$ cat src/rtl/flit_retry_pkg.sv
`timescale 1ns/1ps
package flit_retry_pkg;
  localparam int unsigned SEQ_W = 8;
  typedef logic [SEQ_W-1:0] seq_t;
endpackage

$ cat src/rtl/replay_buf.sv
`timescale 1ns/1ps
module replay_buf #(
  parameter int unsigned FLIT_W = 32,
  parameter int unsigned DEPTH  = 16,
  localparam int unsigned IDX_W = $clog2(DEPTH)
) (
  input  logic              clk_i,
  input  logic              we_i,
  input  logic [IDX_W-1:0]  waddr_i,
  input  logic [FLIT_W-1:0] wdata_i,
  input  logic [IDX_W-1:0]  raddr_i,
  output logic [FLIT_W-1:0] rdata_o
);
  logic [FLIT_W-1:0] mem_q [DEPTH];

  for (genvar e = 0; e < DEPTH; e++) begin : g_ent
    always_ff @(posedge clk_i) begin
      if (we_i && waddr_i == IDX_W'(e)) mem_q[e] <= wdata_i;
    end
  end

  assign rdata_o = mem_q[raddr_i];
endmodule

$ cat src/rtl/tx_retry_ctrl.sv
`timescale 1ns/1ps
module tx_retry_ctrl
  import flit_retry_pkg::*;
#(
  parameter int unsigned DEPTH = 16
) (
  input  logic clk_i,
  input  logic rst_ni,
  input  logic up_valid_i,
  input  logic fb_valid_i,
  input  logic fb_nak_i,
  input  seq_t fb_seq_i,
  output logic up_ready_o,
  output logic push_o,
  output logic replay_o,
  output seq_t rptr_o,
  output seq_t next_o
);
  seq_t head_q, next_q, rptr_q;
  logic replay_q;
  seq_t head_n, next_n, rptr_n;
  logic replay_n;
  seq_t count, off, dist_r;
  logic full, fb_ok;

  assign count      = next_q - head_q;
  assign full       = (count == seq_t'(DEPTH));
  assign up_ready_o = !replay_q && !full;
  assign push_o     = up_valid_i && up_ready_o;
  // number of flits a message would release; window check
  assign off        = fb_seq_i - head_q + seq_t'(1);
  assign fb_ok      = fb_valid_i && (off <= count);
  assign dist_r     = rptr_q - head_q;

  always_comb begin
    head_n   = fb_ok ? fb_seq_i + seq_t'(1) : head_q;
    next_n   = push_o ? next_q + seq_t'(1) : next_q;
    rptr_n   = rptr_q;
    replay_n = 1'b0;
    if (fb_ok && fb_nak_i) begin
      rptr_n   = head_n;
      replay_n = (head_n != next_n);
    end else if (replay_q) begin
      // an ack that releases the flit in flight moves the pointer past it
      rptr_n   = (fb_ok && off > dist_r) ? head_n : rptr_q + seq_t'(1);
      replay_n = (rptr_n != next_n);
    end
  end

  always_ff @(posedge clk_i or negedge rst_ni) begin
    if (!rst_ni) begin
      head_q   <= '0;
      next_q   <= '0;
      rptr_q   <= '0;
      replay_q <= 1'b0;
    end else begin
      head_q   <= head_n;
      next_q   <= next_n;
      rptr_q   <= rptr_n;
      replay_q <= replay_n;
    end
  end

  assign replay_o = replay_q;
  assign rptr_o   = rptr_q;
  assign next_o   = next_q;

  a_r3_no_overflow: assert property (@(posedge clk_i) disable iff (!rst_ni)
    count <= seq_t'(DEPTH));
  a_r3_full_blocks: assert property (@(posedge clk_i) disable iff (!rst_ni)
    full |-> !push_o);
  a_r4_stale_ignored: assert property (@(posedge clk_i) disable iff (!rst_ni)
    (fb_valid_i && !fb_ok) |=> head_q == $past(head_q));
  a_r5_replay_start: assert property (@(posedge clk_i) disable iff (!rst_ni)
    (fb_ok && fb_nak_i && head_n != next_n) |=> (replay_q && rptr_q == head_q));
  a_r5_replay_step: assert property (@(posedge clk_i) disable iff (!rst_ni)
    (replay_q && !fb_valid_i && rptr_q + seq_t'(1) != next_q) |=>
      (replay_q && rptr_q == $past(rptr_q) + seq_t'(1)));
endmodule

$ cat src/rtl/rx_seq_check.sv
`timescale 1ns/1ps
module rx_seq_check
  import flit_retry_pkg::*;
(
  input  logic clk_i,
  input  logic rst_ni,
  input  logic rx_valid_i,
  input  seq_t rx_seq_i,
  input  logic rx_ok_i,
  output logic accept_o,
  output logic fb_valid_o,
  output logic fb_nak_o,
  output seq_t fb_seq_o
);
  seq_t exp_q;
  logic in_order;

  assign in_order = rx_valid_i && rx_ok_i && (rx_seq_i == exp_q);

  always_ff @(posedge clk_i or negedge rst_ni) begin
    if (!rst_ni) begin
      exp_q      <= '0;
      accept_o   <= 1'b0;
      fb_valid_o <= 1'b0;
      fb_nak_o   <= 1'b0;
      fb_seq_o   <= '0;
    end else begin
      accept_o   <= in_order;
      fb_valid_o <= in_order || (rx_valid_i && !rx_ok_i);
      fb_nak_o   <= rx_valid_i && !rx_ok_i;
      // nak names the last good sequence number
      fb_seq_o   <= in_order ? rx_seq_i : exp_q - seq_t'(1);
      if (in_order) exp_q <= exp_q + seq_t'(1);
    end
  end

  a_r8_accept_acks: assert property (@(posedge clk_i) disable iff (!rst_ni)
    in_order |=> (accept_o && fb_valid_o && !fb_nak_o && fb_seq_o == $past(rx_seq_i)));
  a_r9_fail_naks: assert property (@(posedge clk_i) disable iff (!rst_ni)
    (rx_valid_i && !rx_ok_i) |=> (fb_valid_o && fb_nak_o && !accept_o));
  a_r10_discard: assert property (@(posedge clk_i) disable iff (!rst_ni)
    (rx_valid_i && rx_ok_i && rx_seq_i != exp_q) |=> (!fb_valid_o && $stable(exp_q)));
endmodule

$ cat src/rtl/flit_retry_ctrl.sv
`timescale 1ns/1ps
module flit_retry_ctrl
  import flit_retry_pkg::*;
#(
  parameter int unsigned FLIT_W = 32,
  parameter int unsigned DEPTH  = 16
) (
  input  logic              clk_i,
  input  logic              rst_ni,
  input  logic              up_valid_i,
  input  logic [FLIT_W-1:0] up_data_i,
  output logic              up_ready_o,
  output logic              tx_valid_o,
  output logic [SEQ_W-1:0]  tx_seq_o,
  output logic [FLIT_W-1:0] tx_data_o,
  output logic              tx_replay_o,
  input  logic              ackin_valid_i,
  input  logic              ackin_nak_i,
  input  logic [SEQ_W-1:0]  ackin_seq_i,
  input  logic              rx_valid_i,
  input  logic [SEQ_W-1:0]  rx_seq_i,
  input  logic              rx_crc_ok_i,
  output logic              rx_accept_o,
  output logic              ackout_valid_o,
  output logic              ackout_nak_o,
  output logic [SEQ_W-1:0]  ackout_seq_o
);
  localparam int unsigned IDX_W = $clog2(DEPTH);

  logic push, replay;
  seq_t rptr, next_seq;
  logic [FLIT_W-1:0] rdata;

  tx_retry_ctrl #(.DEPTH(DEPTH)) u_tx (
    .clk_i      (clk_i),
    .rst_ni     (rst_ni),
    .up_valid_i (up_valid_i),
    .fb_valid_i (ackin_valid_i),
    .fb_nak_i   (ackin_nak_i),
    .fb_seq_i   (ackin_seq_i),
    .up_ready_o (up_ready_o),
    .push_o     (push),
    .replay_o   (replay),
    .rptr_o     (rptr),
    .next_o     (next_seq)
  );

  replay_buf #(.FLIT_W(FLIT_W), .DEPTH(DEPTH)) u_buf (
    .clk_i   (clk_i),
    .we_i    (push),
    .waddr_i (next_seq[IDX_W-1:0]),
    .wdata_i (up_data_i),
    .raddr_i (rptr[IDX_W-1:0]),
    .rdata_o (rdata)
  );

  rx_seq_check u_rx (
    .clk_i      (clk_i),
    .rst_ni     (rst_ni),
    .rx_valid_i (rx_valid_i),
    .rx_seq_i   (rx_seq_i),
    .rx_ok_i    (rx_crc_ok_i),
    .accept_o   (rx_accept_o),
    .fb_valid_o (ackout_valid_o),
    .fb_nak_o   (ackout_nak_o),
    .fb_seq_o   (ackout_seq_o)
  );

  assign tx_valid_o  = replay || push;
  assign tx_replay_o = replay;
  assign tx_seq_o    = replay ? rptr : next_seq;
  assign tx_data_o   = replay ? rdata : up_data_i;

  a_r6_no_new_in_replay: assert property (@(posedge clk_i) disable iff (!rst_ni)
    tx_replay_o |-> !up_ready_o);
  a_r2_new_seq_steps: assert property (@(posedge clk_i) disable iff (!rst_ni)
    (tx_valid_o && !tx_replay_o) |=> (next_seq == $past(tx_seq_o) + seq_t'(1)));
endmodule

$ cat config.mk
export PLATFORM = sky130hd
export DESIGN_NAME = flit_retry_ctrl
export DESIGN_NICKNAME = d
export VERILOG_FILES = /design/src/rtl/flit_retry_pkg.sv /design/src/rtl/replay_buf.sv /design/src/rtl/tx_retry_ctrl.sv /design/src/rtl/rx_seq_check.sv /design/src/rtl/flit_retry_ctrl.sv
export SDC_FILE = /design/constraint.sdc
export NUM_CORES = 1
export LEC_CHECK = 0
export BUFFER_PORTS_ARGS = -buffer_cell sky130_fd_sc_hd__buf_2
export CORE_ASPECT_RATIO = 1.1
export CORE_MARGIN = 2
export CORE_UTILIZATION = 30
export DETAILED_ROUTE_END_ITERATION = 8
export PLACE_DENSITY = 0.51
export SLEW_MARGIN = 40
export SYNTH_ARGS = -nofsm -noshare
export SYNTH_HDL_FRONTEND = slang
export SYNTH_SLANG_ARGS = --single-unit
$ cat constraint.sdc
create_clock -name clk_i -period 7.3 [get_ports clk_i]
set_input_delay 0.73 -clock clk_i [delete_from_list [all_inputs] [get_ports clk_i]]
set_output_delay 0.73 -clock clk_i [all_outputs]
set_load 0.03 [all_outputs]
After elaboration in Yosys (flattened, before gate mapping)
Memories as Yosys holds them, arrays and structs flattened.
Cells that the tools add are included.
Cells by class
  add/sub/neg operators: 9
  order comparisons: 2
  eq/ne operators: 19
  muxes and demuxes: 87
  reductions and logical operators: 46
Operators by type and width (count)
  32-bit 2-to-1 mux: 16
  32-bit OR reduction: 15
  4-bit 2-to-1 mux: 15
  8-bit 2-to-1 mux: 7
  1-bit 2-to-1 mux: 49
  8-bit by 1-bit adder with 8-bit output, second input constant: 5
  4-bit equality test, second input constant: 8
  1-bit logical AND: 24
  8-bit subtractor: 3
  4-bit by 3-bit equality test with 1-bit output, second input constant: 4
  8-bit != test: 2
  4-bit by 2-bit equality test with 1-bit output, second input constant: 2
  8-bit by 5-bit equality test with 1-bit output, second input constant: 1
  8-bit equality test: 1
  8-bit > comparator: 1
  8-bit less-or-equal comparator: 1
  8-bit by 1-bit subtractor with 8-bit output, second input constant: 1
  4-bit by 1-bit equality test with 1-bit output, second input constant: 1
  4-bit zero test: 1
  1-bit zero test: 3
  1-bit logical OR: 2
  2-bit nonzero test: 1
Word-level totals
  flip-flop bits (word level): 44
  bits in writable memories: 512
  input port bits: 55
  output and inout port bits: 54
  word-level logic and storage cells: 173
  memories kept: 1
Memory list
  u_buf.mem_q: depth 16, width 32, rd ports 1, clocked after memory_dff 0, wr ports 1, RTL line replay_buf.sv:14  | logic [FLIT_W-1:0] mem_q [DEPTH];

Longest topological paths before layout
  word-level depth: 24
  mapped depth: 25

Cells and area by module
A second synthesis with hierarchy kept.
Unflattened totals
  cell total of the unflattened synthesis: 1296
  area, all modules: 24051.8 µm²
By module, submodules not included
  replay_buf: times used 1, cells each 806, area each 19195.9 µm², seq. area each 15374.7 µm²
  tx_retry_ctrl: times used 1, cells each 353, area each 3111.7 µm², seq. area each 625.6 µm²
  rx_seq_check: times used 1, cells each 91, area each 1049.8 µm², seq. area each 475.5 µm²
  flit_retry_ctrl: times used 1, cells each 46, area each 694.4 µm², seq. area each 0.0 µm²

Least setup slack after synthesis
OpenSTA, ideal clock, no wires.
  path type: flip-flop to flip-flop
  start: register u_tx.next_q[0], in the netlist u_tx.next_o[0]
  end: memory u_buf.mem_q[3][0], enable pin
  setup time: 0.461 ns
  arrival: 4.732 ns
  data required time: 6.839 ns
  slack: 2.107 ns
  stages on the path, launching flop included: 11
  buffers on the path: 0
  period minus slack after synthesis: 5.193 ns
  cell sequence: dfrtp_1 > inv_1 > ha_1 > fa_1 > nor2b_1 > o22ai_1 > xnor2_1 > and4bb_4 > a31oi_4 > nand2_1 > nor3_1
On the way
  longest elaborated chain between the ends: 24
  elaborated cells between the ends (all ways): 114
  classes of those cells: add/sub (1); eq/ne (16); mux (62); reduce/logical (35)
RTL lines
  start, declared: RTL line tx_retry_ctrl.sv:19  | seq_t head_q, next_q, rptr_q;
  start signal, assigned: RTL line tx_retry_ctrl.sv:58  | next_q <= next_n;
  8-bit subtractor: RTL line tx_retry_ctrl.sv:26  | assign count = next_q - head_q;
  8-bit by 5-bit equality test with 1-bit output: RTL line tx_retry_ctrl.sv:27  | assign full = (count == seq_t'(DEPTH));
  1-bit zero test: RTL line tx_retry_ctrl.sv:28  | assign up_ready_o = !replay_q && !full;
  1-bit logical AND: RTL line tx_retry_ctrl.sv:28
  1-bit logical AND: RTL line tx_retry_ctrl.sv:29  | assign push_o = up_valid_i && up_ready_o;
  1-bit logical AND: RTL line replay_buf.sv:18  | if (we_i && waddr_i == IDX_W'(e)) mem_q[e] <= wdata_i;
  1-bit 2-to-1 mux: RTL line replay_buf.sv:18
  1-bit 2-to-1 mux (implied by the code): RTL line replay_buf.sv:18
  32-bit OR reduction (no line)
  4-bit 2-to-1 mux (no line) / 1-bit 2-to-1 mux (equally long branches) (15 in a row)
  end, declared: RTL line replay_buf.sv:14
Several ways; a longest one is shown, not always the timed one.

Worst setup path after layout
  start: register u_tx.next_q[2], in the netlist u_tx.next_o[2]
  end: register u_tx.replay_q, in the netlist u_tx.replay_o
On the way
  longest elaborated chain between the ends: 9
  elaborated cells between the ends (all ways): 17
  classes of those cells: add/sub (2); order compare (1); eq/ne (3); mux (5); reduce/logical (6)
RTL lines
  branches (longest 8 deep; another with 8-bit subtractor)
  1-bit 2-to-1 mux (*): RTL line tx_retry_ctrl.sv:40  | if (fb_ok && fb_nak_i) begin
  via u_tx.replay_n: RTL line tx_retry_ctrl.sv:22  | logic replay_n;
  end signal, assigned: RTL line tx_retry_ctrl.sv:60  | replay_q <= replay_n;
  end, declared: RTL line tx_retry_ctrl.sv:20  | logic replay_q;
Mark *: on every way through the listed nets, which the timed path passes.
A chain may end at the register's enable or synchronous reset.

==> impl_metrics.yaml <==
run_status:
  status: "completed"
global_routing:
  antenna_found_initial: 5
  overflow: 0
  grt_pass1_vias: 12726
  grtUsageMet2_pct: 24.1
  grt_pass1_wl_um: 85800
  use_met1_pct: 19.4
  grt_max_degree: 64
  use_met3_pct: 2.19
  busiest_layer: "met2"
  grtUsageTotal_pct: 14.2
finish:
  layout.area.seq_um2: 16500
  synthToLayoutAreaGrowth_pct: 17.3
  multiInputGateArea_um2: 6950
  fill_cells: 7301
  layout.nets: 1485
  drive_above_1_share_pct: 32.3
placed_design:
  pre_cts_ws_ns: 1.64
  gp_congestion: 0.819
  io_buffers: 108
  dp_hpwl_um: 33500
synth:
  synth_top_area_cell: "edfxtp_1"
  yosysUniqueCellTypes: 55
  syn_area_per_cell_um2: 19.2
  synth_top_area_share_pct: 64.9
  ys_warn_count: 0
  netlist_top_cells_area: "edfxtp_1 (65%), mux4_2 (15%), dfrtp_1 (4.6%)"
  syn-num-nets: 1339
  synth-main-ff-cell: "edfxtp_1"
  synth-edff-count: 512
  synth-seq-area-share_pct: 69.5
  synthCells: 1232
  netlist_area_um2: 23700
  async_reset_ff_share_pct: 7.91
  synth_seq_cells: 556
worst_setup_path:
  crit_path_start_kind: "flop"
  required_ns: 7.81
  worstPathArrival_ns: 5.75
  crit_type: "flop to flop"
  worstSetupEndpointType: "flop"
  cp_max_fo: 16
clock_tree:
  clockBufferDepth: 3
  ctsHtreeMaxLevel: 2
  clk_pin_slew_ns: 0.06
  cts_resized: 0
  ctsHoldBuffers: 0
  insertion_delay_ns: 0.63
  clock-sinks: 556
  post_cts_buffers: 0
  cts_tree: "done"
  root_buffer: "clkbuf_16"
  cts_buffers: 58
timing:
  fmax_mhz: 191
  period_share_pct: 71.8
  fin_skew_ns: 0.0197
  setup_violations: 0
  slew_viol_final: 0
  rsz0062_at_grt: "false"
  fin_tns_setup_ns: 0
  finalHoldViolations: 0
  fin_crit_ns: 5.24
  finalWorstSetupSlack_ns: 2.06
  max_slew.worst_pin.slew_ns: 0.811
  max-slew-margin-rel_pct: 45.9
  hold_ws_ns: 0.219
pwr:
  total_power_uw: 12100
  powerDensity_nw_per_um2: 433
  power.leakage_uw: 0.00942
  vdd_drop_max_uv: 377
detailed_routing:
  wl_per_cell_um: 23.4
  viasPerCell: 4.90
  routed_wl_um: 57900
  detail-route-antenna-nets: 0
  num_vias: 12111
  first_pass_iters: 5
  drt_iter0_markers: 963
  drc_errors: 0
floorplanning:
  core_area_um2: 78500
  die_y_um: 299
  start_util_pct: 30.2
  rows: 108
  die-area_um2: 81300
  pin_count: 109
  chipWidth_um: 272
run:
  maxCapViolCount: 0
hold_path:
  hold_path.class: "primary input to async pin"
## area by class of cell
class,instances,area share (%)
diodes,1,0.00900
clock buffers,67,5.34
clock inverters,42,1.49
inverters,43,0.581
multi-input cells,576,25.0
flip-flops and latches,556,59.3
well taps,1045,4.70
repair buffers,143,3.57
## through the flow
stage	util [%]	area, um2	cells
4_1_cts	35.4	27800	2472
3_5_place_dp	33.0	25900	2363
6_report	35.4	27800	2473
3_3_place_gp	32.7	25600	2351
2_1_floorplan	-	23700	1232
5_1_grt	35.4	27800	2472
## placed cells by master, fill, tap and decap left out, drive strengths merged, types with 8 or more instances in the layout
cell / netlist / layout
a21o: 8 / 8
a21oi: 36 / 36
and3: 8 / 8
buf: 18 / 143
clkbuf: 39 / 67
clkinv: 0 / 29
dfrtp: 44 / 44
edfxtp: 512 / 512
ha: 49 / 49
inv: 43 / 48
mux2: 39 / 39
mux4: 160 / 160
nand2: 30 / 30
nand3: 15 / 15
nor2: 39 / 39
nor3: 12 / 12
o21ai: 22 / 22
o22ai: 9 / 9
xnor2: 46 / 46
xor2: 31 / 31
## kinds of logic (layout without fill, tap and decap cells)
logic type	after synthesis	count (layout)	synth area share, %
AOI/OAI and AO/OA	99	99	2.67
xor gates and xnor gates	77	77	2.91
adders and majority gates	52	52	2.84
buffers and inverters	100	295	1.64
DFF	556	556	69.5
muxes	206	206	17.4
other	0	1	0
and+or+nand+nor	142	142	3.04
## power breakdown
part	internal, uW	switching, uW
Clock	1680	1250
Combinational	2260	2870
Sequential	3750	239
## worst max-delay path, stage by stage (launching register included)
cell      delay (ns)
dfrtp_1         0.76
ha_1            0.40
o21ai_1         0.17
a21oi_1         0.09
or4_1           0.41
o311a_1         0.26
ha_1            0.38
and4_1          0.21
nor3b_2         0.16
o221ai_2        0.49
a311o_1         0.67
mux2_2          0.43
xnor2_1         0.14
xnor2_1         0.13
nor2_1          0.11
nand4b_1        0.11
a31o_1          0.21
## path summary, 6_finish.rpt
kind                                           start                         end  slack, ns  cells past startpoint
max                         u_tx.next_o[2]$_DFF_PN0_     u_tx.replay_o$_DFF_PN0_       2.06                     16
min                                           rst_ni  u_tx.rptr_o[1]$_DFFE_PN0P_       0.22                      2
max reg2reg                 u_tx.next_o[2]$_DFF_PN0_     u_tx.replay_o$_DFF_PN0_       2.06                     16
min reg2reg                u_rx.exp_q[7]$_DFFE_PN0P_   u_rx.exp_q[7]$_DFFE_PN0P_       0.55                      1
max in group asynchronous                     rst_ni     u_tx.replay_o$_DFF_PN0_       6.60                      2
min in group clk_i                       rx_crc_ok_i     u_rx.fb_nak_o$_DFF_PN0_       0.28                      2
## cell usage after synthesis (6+ instances only)
| library cell | instances |
|---|---|
| dfrtp_1 | 44 |
| nand4_1 | 7 |
| nand2b_1 | 7 |
| nand3_1 | 15 |
| o22ai_1 | 9 |
| and3_1 | 8 |
| a21oi_1 | 36 |
| a21o_1 | 8 |
| o21ai_0 | 20 |
| inv_1 | 43 |
| nor3_1 | 12 |
| clkbuf_1 | 39 |
| mux2i_1 | 6 |
| buf_2 | 10 |
| mux2_2 | 39 |
| edfxtp_1 | 512 |
| mux4_2 | 160 |
| xnor2_1 | 44 |
| nand2_1 | 30 |
| buf_1 | 8 |
| ha_1 | 49 |
| xor2_1 | 31 |
| nor2_1 | 39 |
## sequential cells by signal (all words and copies together), names as in the netlist
signal,flops
u_tx.head_q,8
u_rx.fb_seq_o,8
u_tx.next_o,8
u_rx.fb_valid_o,1
u_rx.fb_nak_o,1
u_tx.replay_o,1
u_rx.exp_q,8
u_buf.mem_q,512
u_tx.rptr_o,8
u_rx.accept_o,1
## layer usage
layer	part of all wire [%]	vias up
li1	-	5284
met1	45	6460
met2	49	280
met3	4.1	81
met4	1.8	6
met5	0.060	-
(Power assumes the default switching activity.)
